==> src/rtl/vxd_pkg.sv <==
package vxd_pkg;

  localparam logic [5:0]  PRI_OPC     = 6'b000100;
  localparam logic [10:0] XO_SIGNED   = 11'b01110001011;
  localparam logic [10:0] XO_UNSIGNED = 11'b01010001011;

  typedef enum logic [1:0] {
    ST_IDLE = 2'd0,
    ST_PREP = 2'd1,
    ST_WAIT = 2'd2
  } vxd_state_e;

endpackage

==> src/rtl/vxd_decode.sv <==
module vxd_decode
  import vxd_pkg::*;
(
  input  logic [5:0]  pri_i,
  input  logic [10:0] xo_i,
  output logic        valid_o,
  output logic        signed_o
);

  logic pri_hit;

  always_comb begin
    pri_hit  = (pri_i == PRI_OPC);
    signed_o = (xo_i == XO_SIGNED);
    valid_o  = pri_hit && ((xo_i == XO_SIGNED) || (xo_i == XO_UNSIGNED));
  end

endmodule

==> src/rtl/vxd_prep.sv <==
module vxd_prep #(
  parameter int unsigned WORD_W = 32
) (
  input  logic [WORD_W-1:0]   a_i,
  input  logic [WORD_W-1:0]   b_i,
  input  logic                sgn_i,
  output logic [2*WORD_W-1:0] dvd_o,
  output logic [2*WORD_W-1:0] dvs_o,
  output logic                neg_o,
  output logic                zero_o
);

  localparam int unsigned DW = 2 * WORD_W;

  logic [DW-1:0] a_ext, b_ext, a_mag, b_mag;

  always_comb begin
    a_ext  = sgn_i ? {{WORD_W{a_i[WORD_W-1]}}, a_i} : {{WORD_W{1'b0}}, a_i};
    b_ext  = sgn_i ? {{WORD_W{b_i[WORD_W-1]}}, b_i} : {{WORD_W{1'b0}}, b_i};
    a_mag  = (sgn_i && a_i[WORD_W-1]) ? (DW'(0) - a_ext) : a_ext;
    b_mag  = (sgn_i && b_i[WORD_W-1]) ? (DW'(0) - b_ext) : b_ext;
    // the magnitude of a word never exceeds WORD_W bits, so the shift keeps it whole
    dvd_o  = {a_mag[WORD_W-1:0], {WORD_W{1'b0}}};
    dvs_o  = b_mag;
    neg_o  = sgn_i && (a_i[WORD_W-1] ^ b_i[WORD_W-1]);
    zero_o = (b_i == '0);
  end

endmodule

==> src/rtl/vxd_divcore.sv <==
module vxd_divcore #(
  parameter int unsigned DW = 64
) (
  input  logic          clk,
  input  logic          rst,
  input  logic          load_i,
  input  logic [DW-1:0] dvd_i,
  input  logic [DW-1:0] dvs_i,
  output logic [DW-1:0] quo_o,
  output logic          fin_o
);

  localparam int unsigned CW = $clog2(DW);

  logic [DW-1:0] rem_q, quo_q, dvs_q;
  logic [CW-1:0] cnt_q;
  logic          run_q, fin_q;
  logic [DW:0]   rem_sh, sub;
  logic          ge;

  always_comb begin
    rem_sh = {rem_q, quo_q[DW-1]};
    ge     = (rem_sh >= {1'b0, dvs_q});
    sub    = rem_sh - {1'b0, dvs_q};
  end

  always_ff @(posedge clk) begin
    if (rst) begin
      rem_q <= '0;
      quo_q <= '0;
      dvs_q <= '0;
      cnt_q <= '0;
      run_q <= 1'b0;
      fin_q <= 1'b0;
    end else begin
      fin_q <= 1'b0;
      if (load_i) begin
        rem_q <= '0;
        quo_q <= dvd_i;
        dvs_q <= dvs_i;
        cnt_q <= '0;
        run_q <= 1'b1;
      end else if (run_q) begin
        if (ge) begin
          rem_q <= sub[DW-1:0];
          quo_q <= {quo_q[DW-2:0], 1'b1};
        end else begin
          rem_q <= rem_sh[DW-1:0];
          quo_q <= {quo_q[DW-2:0], 1'b0};
        end
        cnt_q <= cnt_q + 1'b1;
        if (cnt_q == CW'(DW - 1)) begin
          run_q <= 1'b0;
          fin_q <= 1'b1;
        end
      end
    end
  end

  assign quo_o = quo_q;
  assign fin_o = fin_q;

endmodule

==> src/rtl/vext_wdiv.sv <==
module vext_wdiv
  import vxd_pkg::*;
#(
  parameter int unsigned WORD_W = 32,
  parameter int unsigned LANES  = 4
) (
  input  logic                    clk,
  input  logic                    rst,
  input  logic                    start_i,
  input  logic [31:0]             instr_i,
  input  logic [WORD_W*LANES-1:0] opa_i,
  input  logic [WORD_W*LANES-1:0] opb_i,
  output logic [WORD_W*LANES-1:0] result_o,
  output logic                    done_o
);

  localparam int unsigned VEC_W  = WORD_W * LANES;
  localparam int unsigned DW     = 2 * WORD_W;
  localparam int unsigned LIDX_W = (LANES > 1) ? $clog2(LANES) : 1;

  vxd_state_e         state_q;
  logic [LIDX_W-1:0]  lane_q;
  logic [VEC_W-1:0]   a_q, b_q, acc_q;
  logic               sgn_q, neg_q, zero_q;

  logic               dec_valid, dec_signed;
  logic [WORD_W-1:0]  a_lane, b_lane, lane_val;
  logic [DW-1:0]      dvd, dvs, quo, quo_fix;
  logic               neg_c, zero_c, load, fin, last;

  vxd_decode u_dec (
    .pri_i    (instr_i[31:26]),
    .xo_i     (instr_i[10:0]),
    .valid_o  (dec_valid),
    .signed_o (dec_signed)
  );

  always_comb begin
    a_lane = a_q[lane_q*WORD_W +: WORD_W];
    b_lane = b_q[lane_q*WORD_W +: WORD_W];
  end

  vxd_prep #(.WORD_W(WORD_W)) u_prep (
    .a_i    (a_lane),
    .b_i    (b_lane),
    .sgn_i  (sgn_q),
    .dvd_o  (dvd),
    .dvs_o  (dvs),
    .neg_o  (neg_c),
    .zero_o (zero_c)
  );

  assign load = (state_q == ST_PREP);

  vxd_divcore #(.DW(DW)) u_core (
    .clk    (clk),
    .rst    (rst),
    .load_i (load),
    .dvd_i  (dvd),
    .dvs_i  (dvs),
    .quo_o  (quo),
    .fin_o  (fin)
  );

  always_comb begin
    quo_fix  = neg_q ? (DW'(0) - quo) : quo;
    lane_val = zero_q ? '0 : quo_fix[WORD_W-1:0];
    last     = (lane_q == LIDX_W'(LANES - 1));
  end

  always_ff @(posedge clk) begin
    if (rst) begin
      state_q  <= ST_IDLE;
      lane_q   <= '0;
      a_q      <= '0;
      b_q      <= '0;
      acc_q    <= '0;
      sgn_q    <= 1'b0;
      neg_q    <= 1'b0;
      zero_q   <= 1'b0;
      result_o <= '0;
      done_o   <= 1'b0;
    end else begin
      done_o <= 1'b0;
      unique case (state_q)
        ST_IDLE: begin
          if (start_i && dec_valid) begin
            a_q     <= opa_i;
            b_q     <= opb_i;
            sgn_q   <= dec_signed;
            lane_q  <= '0;
            state_q <= ST_PREP;
          end
        end
        ST_PREP: begin
          neg_q   <= neg_c;
          zero_q  <= zero_c;
          state_q <= ST_WAIT;
        end
        ST_WAIT: begin
          if (fin) begin
            for (int l = 0; l < int'(LANES); l++) begin
              if (lane_q == LIDX_W'(l)) acc_q[l*WORD_W +: WORD_W] <= lane_val;
            end
            if (last) begin
              for (int l = 0; l < int'(LANES); l++) begin
                result_o[l*WORD_W +: WORD_W] <= (lane_q == LIDX_W'(l)) ? lane_val
                                                : acc_q[l*WORD_W +: WORD_W];
              end
              done_o  <= 1'b1;
              state_q <= ST_IDLE;
            end else begin
              lane_q  <= lane_q + 1'b1;
              state_q <= ST_PREP;
            end
          end
        end
        default: state_q <= ST_IDLE;
      endcase
    end
  end

endmodule

==> config.mk <==
export PLATFORM = sky130hd
export DESIGN_NAME = vext_wdiv
export DESIGN_NICKNAME = d
export VERILOG_FILES = /design/src/rtl/vxd_pkg.sv /design/src/rtl/vxd_decode.sv /design/src/rtl/vxd_prep.sv /design/src/rtl/vxd_divcore.sv /design/src/rtl/vext_wdiv.sv
export SDC_FILE = /design/constraint.sdc
export NUM_CORES = 2
export LEC_CHECK = 0
export ABC_AREA = 1
export BUFFER_PORTS_ARGS = -buffer_cell sky130_fd_sc_hd__buf_4
export CAP_MARGIN = 20
export CORE_MARGIN = 2
export CORE_UTILIZATION = 55
export DETAILED_ROUTE_END_ITERATION = 7
export GPL_ROUTABILITY_DRIVEN = 0
export PLACE_DENSITY = 0.75
export SYNTH_ARGS = -nofsm -noshare
export SYNTH_HDL_FRONTEND = slang
export SYNTH_SLANG_ARGS = --single-unit
==> constraint.sdc <==
create_clock -name clk -period 4 [get_ports clk]
set_input_delay 0.4 -clock clk [delete_from_list [all_inputs] [get_ports clk]]
set_output_delay 0.4 -clock clk [all_outputs]
set_load 0.1 [all_outputs]
==> run metrics <==
status finished, final reports clean; most frequent cells in the layout 1465 x nand2_1, 852 x nor2_1, 685 x dfxtp_1, 635 x inv_1, 550 x o21ai_0; crit path launch lane_q[0]; Avg WL per Cell 16.7 um; worst r2r src lane_q[0]; placed cells 6711; Post-Syn Area per Cell 6.46 um2; Max Clock Freq 322 MHz; max_cap viols 0; Worst R2R Setup Slack 0.90 ns; yosys warns 0; largest net degree at the start of global routing 228; fraction of registers with async set/reset 0%; initial antenna violation count 7; Setup Fix Bufs, Post-CTS 0; post-CTS sizing 0; Worst Setup Start Kind register; CTS tree yes; GRT met1 Usage 42.7%; 1st-iter DRT viols 4053; DPL Wire Length 79200 um; final setup vio count 0; DR vias 38300; Slew Limit Fails 0; H-Tree Level Count 3; number of iterations in the first detailed-routing pass 6; clk sink count 688; final net count 6426; DRT Wirelength 117000 um; Worst-Margin Slew 1.26 ns; Congestion Overflow GR 0; die width 263 um; met2 Use GR 53.4%; unrepaired setup endpoints after global routing false; min Tclk post-route 3.10 ns; multi-input logic area 19200 um2; leakage power 21.9 nW; DR vias/cell 5.48; Bufs and invs on worst path 3; # hold bufs at CTS 136; core area 66000 um2; first-pass GRT wire length 185000 um; Setup crit end u_core.dvs_q[27]; TritonCTS Buffers 75; DRT antenna net count 0; clock-pin slew on the worst setup and hold paths 0.06 ns; Clock Skew 0.0425 ns; Crit path largest cell delay 0.53 ns; worst min path class in2reg; Yosys reg bits 688; Seq/Total Area, Yosys 37.5%; WS Path Type reg2reg; Post-route DRC 0; Worst Path Arrival 3.56 ns; Buffers on Ports 404; fin cells 6983; mapped cell area 36800 um2; worst reg2reg path depth 14; critical-path maximum fanout 35; global-route track usage on met3 5.08%; sequential standard cell area 13800 um2; Peak supply drop 0.269 mV; Post-synth EDFFs 0; net count after synthesis 6054; vias in the first global route 35500; Initial Utilization 55.7%; Longest Clk Path Bufs 3; Die Y 263 um; commonest non-fill, non-tap cell in the layout nand2_1; # IOs 420; critical path's top delay family simple AND/OR/NAND/NOR gates; layout cells sized above 1 10.7%; later-pin clock latency in the skew report 0.63 ns; crit share post-route 77.6%; root buffer cell clkbuf_16; # rows 94; Hold Violations, Final 0; die area 68900 um2; Syn Inst Count 5690; Cell Chain, Critical Path clkinv_2, buf_12, nand2_1, a21oi_1, a21oi_2, nand2_1, nor2_2, inv_2, nor2_4, nand3_1, nand2_1, nand2_1, nand3_1, o21ai_1; WP depth 14; Fill cells 5919; gr busiest metal met2; GRT Overall Usage 32.7%; Slew HR 15.2%; Yosys cell types 51; crit-path most repeated cell nand2_1; PwrDens 327 nW/um2; Setup TNS 0 ns; area delta synth->final 19.6%; crit end category register; CP required 4.46 ns; Main synth FF type dfxtp_1; Worst R2R End u_core.dvs_q[27]; CP max-delay cell clkinv_2
## kinds of logic (layout without fill, tap and decap cells)
family          count (synthesis)  in the layout  share of synthesized area [%]
simple gates                 2778           2778                           30.5
compound gates               1128           1128                           17.4
buf+inv                       955           1380                           10.4
flops                         688            688                           37.5
fa+ha+maj                      73             73                           2.51
xor+xnor                       68             68                           1.62
other cells                     0              4                              0
## synthesized netlist by cell type, types with 2 or more instances
cell type	count	area (um2)
a211oi_1	35	263
a21o_1	9	67.6
a21oi_1	235	1180
a21oi_2	17	149
a31oi_1	23	144
buf_1	20	75.1
buf_2	34	170
buf_4	15	113
buf_6	20	225
clkbuf_1	213	800
clkinv_1	7	26.3
dfxtp_1	688	13800
ha_1	72	901
inv_1	637	2390
inv_2	8	30.0
nand2_1	1466	5500
nand2_2	8	50.1
nand3_1	317	1590
nand3_2	2	20.0
nand3b_1	12	90.1
nand4_1	54	338
nor2_1	856	3210
nor2_2	9	56.3
nor2_4	6	67.6
nor2_8	2	40.0
nor3_1	28	140
nor4_1	10	62.6
o211ai_1	20	150
o21a_1	27	203
o21ai_0	550	2750
o21ai_1	44	220
o21ai_2	5	43.8
o21bai_1	144	1080
o22ai_1	11	68.8
o31ai_2	2	25.0
or2_2	3	18.8
xnor2_1	19	166
xor2_1	49	429
## worst min path at each step
stage                                start                to  slack, ns  cells past startpoint
after global routing             opb_i[46]           b_q[46]      0.006                      3
final                            opa_i[29]           a_q[29]       0.01                      3
after floorplan           u_core.dvs_q[32]  u_core.dvs_q[32]       0.42                      2
after detailed placement  u_core.dvs_q[54]  u_core.dvs_q[54]       0.44                      2
after global placement    u_core.dvs_q[60]  u_core.dvs_q[60]       0.43                      2
after CTS                        opa_i[12]           a_q[12]    0.00006                      3
## layout make-up
cell class	instances	area share, %
Multi-Input combinational cell	4047	43.6
Sequential cell	688	31.4
Timing Repair Buffer	597	11.2
Inverter	653	5.62
Clock buffer	105	4.87
Tap cell	864	2.46
Clock inverter	25	0.806
Antenna cell	4	0.0228
## flip-flops by register name, summed over array words and instances (netlist names), 2 cells and up
register      flops
result_o        128
a_q             128
lane_q            2
state_q           2
u_core.cnt_q      6
u_core.dvs_q     64
u_core.quo_o     64
u_core.rem_q     64
acc_q            96
b_q             128
## where the power goes
part,internal (W),switching (W)
Combinational,0.000276,0.000210
Clock,0.00414,0.00290
Sequential,0.00685,0.0000000195
## routing by layer
metal  up-vias  share of wire (%)
li1      18900                  -
met1     17600                 42
met3       298                8.2
met2      1577                 46
met5         -             0.0094
met4         2                4.7
## tightest hold or removal path: stages
cell and delay (ns):
buf_4 0.08, nor2_1 0.04, nor2_1 0.08
## per-stage QoR
step / instance area, um2 / utilization (%) / hold slack, ns / power, W / setup slack, ns
global placement: 40100 / 60.7 / 0.429 / 0.00737 / 0.512
finish: 44000 / 66.6 / 0.0108 / 0.0144 / 0.897
detailed placement: 40100 / 60.7 / 0.435 / 0.00737 / 0.424
floorplan: 36800 / - / 0.422 / 0.00710 / 1.86
CTS: 43900 / 66.6 / 0.0000557 / 0.0144 / 0.377
global route: 44000 / 66.6 / 0.00649 / 0.0147 / 0.656
(Power assumes the default switching activity.)
